<file path="config.mk">
export PLATFORM = sky130hd
export DESIGN_NAME = prescale_timer
export DESIGN_NICKNAME = d
export VERILOG_FILES = /design/src/rtl/ptmr_pkg.sv /design/src/rtl/ptmr_regs.sv /design/src/rtl/ptmr_prescaler.sv /design/src/rtl/ptmr_main.sv /design/src/rtl/prescale_timer.sv
export SDC_FILE = /design/constraint.sdc
export NUM_CORES = 1
export LEC_CHECK = 0
export BUFFER_PORTS_ARGS = -buffer_cell sky130_fd_sc_hd__clkbuf_2
export CORE_MARGIN = 1
export CORE_UTILIZATION = 40
export DETAILED_ROUTE_END_ITERATION = 10
export PLACE_DENSITY_LB_ADDON = 0.3
export RECOVER_POWER = 50
export SYNTH_ARGS = -nofsm -noshare
export SYNTH_HDL_FRONTEND = slang
export SYNTH_SLANG_ARGS = --single-unit
</file>
<file path="constraint.sdc">
create_clock -name clk_i -period 2.65 [get_ports clk_i]
set_input_delay 0 -clock clk_i [delete_from_list [all_inputs] [get_ports clk_i]]
set_output_delay 0 -clock clk_i [all_outputs]
set_load 0.01 [all_outputs]
</file>
<file path="src/rtl/ptmr_pkg.sv">
package ptmr_pkg;
  localparam int unsigned ADDR_W = 2;

  localparam logic [ADDR_W-1:0] ADDR_PERIOD = 2'd0;
  localparam logic [ADDR_W-1:0] ADDR_DIVIDE = 2'd1;
  localparam logic [ADDR_W-1:0] ADDR_CTRL   = 2'd2;

  localparam int unsigned CTRL_STOP   = 0;
  localparam int unsigned CTRL_RELOAD = 1;
  localparam int unsigned CTRL_CLEAR  = 2;
endpackage

</file>
<file path="src/rtl/ptmr_regs.sv">
module ptmr_regs
  import ptmr_pkg::*;
#(
  parameter int unsigned CNT_W = 32,
  parameter int unsigned PRE_W = 16
) (
  input  logic              clk_i,
  input  logic              rst_ni,
  input  logic              wr_en_i,
  input  logic [ADDR_W-1:0] wr_addr_i,
  input  logic [CNT_W-1:0]  wr_data_i,
  output logic [CNT_W-1:0]  period_o,
  output logic [PRE_W-1:0]  divide_o,
  output logic              stop_o,
  output logic              reload_o,
  output logic              clear_o
);
  logic ctrl_wr;

  assign ctrl_wr  = wr_en_i && (wr_addr_i == ADDR_CTRL);
  assign reload_o = ctrl_wr && wr_data_i[CTRL_RELOAD];
  assign clear_o  = ctrl_wr && wr_data_i[CTRL_CLEAR];

  always_ff @(posedge clk_i or negedge rst_ni) begin
    if (!rst_ni) begin
      period_o <= '1;
      divide_o <= '0;
      stop_o   <= 1'b1;
    end else if (wr_en_i) begin
      case (wr_addr_i)
        ADDR_PERIOD: period_o <= wr_data_i;
        ADDR_DIVIDE: divide_o <= wr_data_i[PRE_W-1:0];
        ADDR_CTRL:   stop_o   <= wr_data_i[CTRL_STOP];
        default: ;
      endcase
    end
  end
endmodule

</file>
<file path="src/rtl/ptmr_prescaler.sv">
module ptmr_prescaler #(
  parameter int unsigned PRE_W = 16
) (
  input  logic             clk_i,
  input  logic             rst_ni,
  input  logic             run_i,
  input  logic             reload_i,
  input  logic [PRE_W-1:0] divide_i,
  output logic [PRE_W-1:0] presc_o,
  output logic             tick_o
);
  logic at_zero;

  assign at_zero = (presc_o == '0);
  assign tick_o  = run_i && !reload_i && at_zero;

  always_ff @(posedge clk_i or negedge rst_ni) begin
    if (!rst_ni)       presc_o <= '0;
    else if (reload_i) presc_o <= divide_i;
    else if (run_i)    presc_o <= at_zero ? divide_i : presc_o - 1'b1;
  end

  a_r5_stop_hold: assert property (@(posedge clk_i) disable iff (!rst_ni)
    (!run_i && !reload_i) |=> $stable(presc_o));
  a_r2_reload_on_tick: assert property (@(posedge clk_i) disable iff (!rst_ni)
    tick_o |=> (presc_o == $past(divide_i)));
endmodule

</file>
<file path="src/rtl/ptmr_main.sv">
module ptmr_main #(
  parameter int unsigned CNT_W = 32
) (
  input  logic             clk_i,
  input  logic             rst_ni,
  input  logic             tick_i,
  input  logic             reload_i,
  input  logic [CNT_W-1:0] period_i,
  output logic [CNT_W-1:0] count_o,
  output logic             irq_o
);
  logic underflow;

  // tick_i is already masked by a reload command
  assign underflow = tick_i && (count_o == '0);

  always_ff @(posedge clk_i or negedge rst_ni) begin
    if (!rst_ni) begin
      count_o <= '1;
      irq_o   <= 1'b0;
    end else begin
      irq_o <= underflow;
      if (reload_i || underflow) count_o <= period_i;
      else if (tick_i)           count_o <= count_o - 1'b1;
    end
  end

  a_r3_hold_without_tick: assert property (@(posedge clk_i) disable iff (!rst_ni)
    (!tick_i && !reload_i) |=> $stable(count_o));
  a_r4_irq_reloads_period: assert property (@(posedge clk_i) disable iff (!rst_ni)
    irq_o |-> (count_o == $past(period_i)));
endmodule

</file>
<file path="src/rtl/prescale_timer.sv">
module prescale_timer
  import ptmr_pkg::*;
#(
  parameter int unsigned CNT_W = 32,
  parameter int unsigned PRE_W = 16
) (
  input  logic              clk_i,
  input  logic              rst_ni,
  input  logic              wr_en_i,
  input  logic [ADDR_W-1:0] wr_addr_i,
  input  logic [CNT_W-1:0]  wr_data_i,
  output logic [CNT_W-1:0]  count_o,
  output logic [PRE_W-1:0]  presc_o,
  output logic              irq_o,
  output logic              flag_o
);
  logic [CNT_W-1:0] period;
  logic [PRE_W-1:0] divide;
  logic             stop, reload, clear, tick;

  ptmr_regs #(.CNT_W(CNT_W), .PRE_W(PRE_W)) u_regs (
    .clk_i, .rst_ni, .wr_en_i, .wr_addr_i, .wr_data_i,
    .period_o(period), .divide_o(divide), .stop_o(stop),
    .reload_o(reload), .clear_o(clear)
  );

  ptmr_prescaler #(.PRE_W(PRE_W)) u_pre (
    .clk_i, .rst_ni, .run_i(!stop), .reload_i(reload),
    .divide_i(divide), .presc_o(presc_o), .tick_o(tick)
  );

  ptmr_main #(.CNT_W(CNT_W)) u_main (
    .clk_i, .rst_ni, .tick_i(tick), .reload_i(reload),
    .period_i(period), .count_o(count_o), .irq_o(irq_o)
  );

  // set has priority over clear
  always_ff @(posedge clk_i or negedge rst_ni) begin
    if (!rst_ni) flag_o <= 1'b0;
    else         flag_o <= irq_o || (flag_o && !clear);
  end

  a_r7_flag_after_irq: assert property (@(posedge clk_i) disable iff (!rst_ni)
    irq_o |=> flag_o);
  a_r6_reload_no_irq: assert property (@(posedge clk_i) disable iff (!rst_ni)
    reload |=> !irq_o);
endmodule

</file>
==> results of run 1 <==
[through the flow]
| step | instances | hold slack, ns | setup TNS (ns) |
|---|---|---|---|
| 6_report | 797 | 0.0809 | 0 |
| 3_3_place_gp | 748 | 0.187 | 0 |
| 5_1_grt | 797 | 0.111 | -0.0355 |
| 4_1_cts | 797 | 0.0493 | 0 |
| 3_5_place_dp | 748 | 0.188 | 0 |
| 2_1_floorplan | 497 | -0.296 | 0 |
[worst reg2reg max path, stage by stage, from the launching register on]
cell and delay [ns]:
dfrtp_1 0.46, or4_1 0.68, or3_4 0.46, nor4_4 0.24, and3_1 0.24, nor3_1 0.05, a311oi_1 0.27
[synth_stat cells, types with 7 or more instances]
library cell / instances
o21ai_0: 31
clkbuf_1: 17
a21oi_1: 32
nand4_1: 10
nor4_1: 17
inv_1: 7
dfstp_2: 65
nand2_1: 41
nor3_1: 19
dfrtp_1: 34
nor2_1: 42
buf_2: 8
mux2_2: 50
nand3_1: 24
[registers in the layout, summed over array words and instances, names as in the netlist]
name / cells
u_main.count_o: 32
flag_o: 1
u_regs.period_o: 32
u_regs.stop_o: 1
u_main.irq_o: 1
u_regs.divide_o: 16
u_pre.presc_o: 16
[per-layer routing]
layer / vias up / global-route usage (%) / part of all wire (%)
met4: 0 / 7.53 / 1.5
met3: 17 / 6.54 / 6.7
met5: - / 0 / 0
met2: 167 / 34.9 / 46
met1: 2293 / 31.7 / 45
li1: 2116 / - / -
[power groups by stage]
stage / Sequential, mW / Clock (mW) / Combinational, mW
3_3_place_gp: 2.36 / 0 / 1.07
5_1_grt: 2.43 / 1.49 / 1.23
6_report: 2.37 / 1.41 / 1.10
3_5_place_dp: 2.38 / 0 / 1.09
2_1_floorplan: 2.36 / 0 / 0.607
4_1_cts: 2.36 / 1.45 / 1.14
[cell families after synthesis]
family	Yosys count	share of synthesized area (%)
buffers and inverters	35	3.19
flip-flops	99	50.2
AO/OA/AOI/OAI	111	13.8
XOR/XNOR	4	0.687
adder cells (fa/ha/maj)	3	0.736
AND/OR/NAND/NOR	191	19.6
multiplexers	54	11.8
[repair_timing]
item / in CTS / in global routing
resized for setup: 0 / 2
setup endpoints to repair: 0 / 16
hold buffers: 33 / 0
endpoints found under the hold margin: 84 / 0
[cells in the final DEF, fill, tap and decap left out, types with 5 or more instances in the layout]
master,count
clkbuf_16,9
o21ai_0,31
nand2_1,41
a31oi_1,5
nor3_1,19
nand3_1,24
and2_1,6
or3_1,5
inv_1,7
o221ai_1,5
mux2_2,49
dfstp_2,62
dlygate4sd3_1,33
buf_4,23
o311ai_0,6
nand4_1,10
nor2_1,42
nor4_1,17
clkbuf_2,67
or4_1,5
dfrtp_1,34
clkbuf_1,21
a21oi_1,32
[area by class of cell]
class                           instances  area [sq um]  share of cell area, %
Tap cell                              168           210                   3.27
Timing Repair Buffer                  144           917                   14.3
Multi-Input combinational cell        363          2390                   37.2
Clock inverter                          7          91.3                   1.42
Sequential cell                        99          2560                   39.9
Inverter                                7          26.3                  0.409
Clock buffer                            9           225                   3.51
[how the worst max path moves through the flow]
stage | from | to | slack, ns | cells past startpoint
floorplan | u_pre.presc_o[0]$_DFFE_PN0P_ | u_main.count_o[27]$_DFFE_PN1P_ | 0.40 | 9
global placement | u_main.count_o[0]$_DFFE_PN1P_ | u_main.count_o[11]$_DFFE_PN1P_ | 0.17 | 7
detailed placement | u_pre.presc_o[0]$_DFFE_PN0P_ | u_main.count_o[2]$_DFFE_PN1P_ | 0.07 | 9
CTS | u_pre.presc_o[1]$_DFFE_PN0P_ | u_main.count_o[2]$_DFFE_PN1P_ | 0.02 | 9
global route | u_pre.presc_o[0]$_DFFE_PN0P_ | u_main.count_o[14]$_DFFE_PN1P_ | -0.02 | 9
finish | u_pre.presc_o[2]$_DFFE_PN0P_ | u_pre.presc_o[15]$_DFFE_PN0P_ | 0.15 | 6
==> out/metrics.yaml, run 1 <==
run_status:
  outcome: "complete, but fails checks"
  violations: "capacitance limit, slew limit"
worst_setup_path:
  arrival_ns: 2.76
  worst_r2r_path_depth: 6
  rr_endpoint: "u_pre.presc_o[15]$_DFFE_PN0P_"
  crit_family: "simple AND/OR/NAND/NOR gates"
  critical_path_class: "flip-flop to flip-flop"
  end_kind: "flip-flop"
  crit_chain: "or4_1 > or3_4 > nor4_4 > and3_1 > nor3_1 > a311oi_1"
  slowest_delay_ns: 0.68
  cp_num_buf_inv: 0
  r2r_slack_ns: 0.15
  start_kind: "flip-flop"
  cp_data_required_time_ns: 2.91
  crit_slowest_cell: "or4_1"
  r2r_start: "u_pre.presc_o[2]$_DFFE_PN0P_"
  crit_fanout: 7
floorplan:
  coreArea_sq_um: 12200
  dieArea_sq_um: 13200
  rows: 40
  die_width_um: 115
  io_pins: 87
  die_h_um: 115
  start_util_pct: 41.8
synth:
  ys.flop_type: "dfstp_2"
  synth_area_sq_um: 5100
  async_flop_share_pct: 100
  netlist.top_cell.by_area: "dfstp_2"
  ys_seq_area_share_pct: 50.2
  yosys_warnings: 0
  synth_edf_count: 0
  ys_types: 60
  synth.area.top_cells: "dfstp_2 (33%), dfrtp_1 (17%), mux2_2 (11%)"
  ys_ff_latch: 99
  syn_nets: 537
  synth_top_area_share_pct: 33.5
  synthCells: 497
  syn_avg_cell_area_sq_um: 10.3
layout:
  antenna_cells: 0
  syn_to_final_growth_pct: 25.9
  nets: 664
  postLayoutCellArea_sq_um: 6420
  layout-drive-gt1-share_pct: 35.8
  utilization_pct: 52.6
  nFillCells: 1130
placement:
  post-place-ws_ns: 0.0689
  dp_hpwl_um: 9970
  io_buffer_count: 86
  postPlaceCellArea_sq_um: 5800
  gp_routability_congestion: 0.896
job:
  max-cap-violations: 2
cts:
  cts_buffers: 9
  clk_pin_slew_ns: 0.07
  cts_tree: "done"
  clock_latency_ns: 0.36
  postCtsSetupRepairBufs: 0
  h-tree-depth: 3
  cts.path.max_buffers: 2
  numClockSinks: 99
  cts-root-buf: "clkbuf_16"
timing:
  fin_crit_sh_pct: 94.2
  finalSetupViolations: 0
  finalHoldViolations: 0
  skew_ns: 0.00849
  rsz0062_at_grt: "true"
  setup_slack_ns: 0.155
  finalMaxSlewViolations: 104
  max_freq_mhz: 401
  max_slew_margin_pct: -24.3
  min_period_ns: 2.50
  worstMarginPinSlew_ns: 1.86
drt:
  wirelength_um: 14400
  drt-initial-drc-count: 345
  post-route-drc-count: 0
  ant_nets: 0
  vias: 4593
  firstDrtPassIters: 7
  wl_per_cell_um: 18.0
  viasPerCell: 5.76
power_and_ir_drop:
  leakage_nw: 2.58
  clkPwrFrac_pct: 28.8
  p_sw_share_pct: 32.2
  intPower_mw: 3.31
  p_comb_share_pct: 22.6
  power.density_nw_per_um2: 760
  switchingPower_mw: 1.57
  irDropWorstVdd_uv: 429
  pwr-share-seq_pct: 48.6
  finalPower_mw: 4.88
global_route:
  grt_pass1_vias: 4346
  grt_max_degree: 71
  antenna_found_initial: 0
  grt_pass1_wl_um: 23200
  grt_usage_pct: 23.0
  gr-total-overflow: 0
hold_path:
  whs_endpoint: "flag_o$_DFF_PN0_"
  hold_path_class: "input pin to flip-flop"
  min_from: "wr_addr_i[1]"
  worstHoldPathCells: 5
(Power assumes the default switching activity.)
==> run 2: changes to the inputs <==
GPL_TIMING_DRIVEN = 0   (was default)
==> out/metrics.yaml, run 2 (synthesized netlist as in run 1, its figures left out) <==
floorplan:
  rows: 40
  io_pins: 87
  coreArea_sq_um: 12200
  die_width_um: 115
  die_h_um: 115
  start_util_pct: 41.8
  dieArea_sq_um: 13200
global_route:
  grt_pass1_vias: 4353
  grt_pass1_wl_um: 23100
  gr-total-overflow: 0
  grt_max_degree: 65
  grt_usage_pct: 23.2
  antenna_found_initial: 0
hold_path:
  hold_path_class: "input pin to flip-flop"
  min_from: "wr_addr_i[0]"
  worstHoldPathCells: 4
  whs_endpoint: "flag_o$_DFF_PN0_"
drt:
  viasPerCell: 5.73
  post-route-drc-count: 0
  wl_per_cell_um: 18.4
  vias: 4602
  drt-initial-drc-count: 420
  ant_nets: 0
  firstDrtPassIters: 5
  wirelength_um: 14800
cts:
  clock_latency_ns: 0.36
  h-tree-depth: 3
  cts-root-buf: "clkbuf_16"
  clk_pin_slew_ns: 0.07
  cts_buffers: 9
  cts.path.max_buffers: 2
  cts_tree: "done"
  numClockSinks: 99
power_and_ir_drop:
  switchingPower_mw: 1.59
  leakage_nw: 2.57
  irDropWorstVdd_uv: 402
  power.density_nw_per_um2: 757
  p_comb_share_pct: 22.9
  intPower_mw: 3.29
  clkPwrFrac_pct: 28.3
  finalPower_mw: 4.88
  p_sw_share_pct: 32.7
  pwr-share-seq_pct: 48.8
run_status:
  outcome: "complete, but fails checks"
  violations: "capacitance limit, slew limit"
placement:
  io_buffer_count: 86
  gp_routability_congestion: 0.917
  post-place-ws_ns: -0.251
  dpl.cell_count: 752
  dp_hpwl_um: 10400
worst_setup_path:
  crit_fanout: 7
  worst_r2r_path_depth: 7
  r2r_start: "u_pre.presc_o[2]$_DFFE_PN0P_"
  rr_endpoint: "u_pre.presc_o[15]$_DFFE_PN0P_"
  critical_path_class: "flip-flop to flip-flop"
  start_kind: "flip-flop"
  end_kind: "flip-flop"
  arrival_ns: 2.75
  cp_data_required_time_ns: 2.91
  r2r_slack_ns: 0.16
timing:
  max_freq_mhz: 402
  rsz0062_at_grt: "false"
  finalHoldViolations: 0
  min_period_ns: 2.49
  setup_slack_ns: 0.162
  finalSetupViolations: 0
  max_slew_margin_pct: -25.3
  setup-tns-final_ns: 0
  finalMaxSlewViolations: 37
  fin_crit_sh_pct: 93.9
  worstMarginPinSlew_ns: 1.88
  skew_ns: 0.00946
layout:
  reg_top3: "u_main.count_o: 32 flops, u_regs.period_o: 32 flops"
  most-common-layout-cells: "clkbuf_2 (72), dfstp_2 (64), mux2_2 (50)"
  nets: 670
  antenna_cells: 0
  nFillCells: 1152
  syn_to_final_growth_pct: 26.5
  layout-drive-gt1-share_pct: 36.1
  final_cells: 803
  final_common_cell: "clkbuf_2"
job:
  max-cap-violations: 1
[run 2: final cells by class]
type	instances	area, sq um	share of cell area, %
Timing Repair Buffer	122	758	11.8
Clock buffer	11	254	3.94
Multi-Input combinational cell	363	2440	37.8
Sequential cell	99	2560	39.7
Inverter	7	26.3	0.407
Tap cell	168	210	3.26
Clock inverter	5	58.8	0.912
Buffer	28	145	2.25
[run 2: how the worst max path moves through the flow]
stage,startpoint,to,slack (ns)
after floorplan,u_pre.presc_o[0]$_DFFE_PN0P_,u_main.count_o[27]$_DFFE_PN1P_,0.40
after global placement,u_pre.presc_o[0]$_DFFE_PN0P_,u_main.count_o[27]$_DFFE_PN1P_,-0.24
after detailed placement,u_pre.presc_o[0]$_DFFE_PN0P_,u_main.count_o[27]$_DFFE_PN1P_,-0.25
after CTS,u_main.count_o[4]$_DFFE_PN1P_,u_main.count_o[22]$_DFFE_PN1P_,0.03
after global routing,u_pre.presc_o[0]$_DFFE_PN0P_,u_main.count_o[2]$_DFFE_PN1P_,0.02
final,u_pre.presc_o[2]$_DFFE_PN0P_,u_pre.presc_o[15]$_DFFE_PN0P_,0.16
[run 2: power groups by stage]
stage	logic (mW)	clock network [mW]	registers (mW)
floorplan	0.607	0	2.36
finish	1.12	1.38	2.38
global placement	1.06	0	2.37
global route	1.24	1.46	2.43
detailed placement	1.10	0	2.38
CTS	1.14	1.40	2.37
[run 2: critical path: stages, from the launching register on]
cell      delay (ns)
dfrtp_1         0.47
or4_1           0.56
buf_2           0.17
or3_4           0.41
nor4_4          0.27
and3_1          0.23
nor3_1          0.05
a311oi_1        0.24
[run 2: stage by stage]
stage	hold slack, ns	cell area [sq um]	util, %
floorplan	-0.296	5100	-
global placement	0.234	5740	47.0
detailed placement	0.239	5770	47.2
CTS	0.000714	6450	52.8
global route	0.0734	6450	52.8
finish	0.0342	6450	52.8
[run 2: metal layers]
layer / vias to the layer above / track usage [%] / wire, um
met5: - / 0 / 0
met4: 0 / 7.19 / 279
met3: 24 / 6.17 / 1060
met2: 207 / 35.7 / 6810
met1: 2244 / 32.0 / 6640
li1: 2127 / - / -
[run 2: what timing repair did]
item | in CTS | in global routing
setup buffers | 2 | 1
hold endpoints to repair | 50 | 0
gates resized for setup | 7 | 10
endpoints found under the setup margin | 45 | 32
pin swaps | 1 | 1
hold buffers | 32 | 0
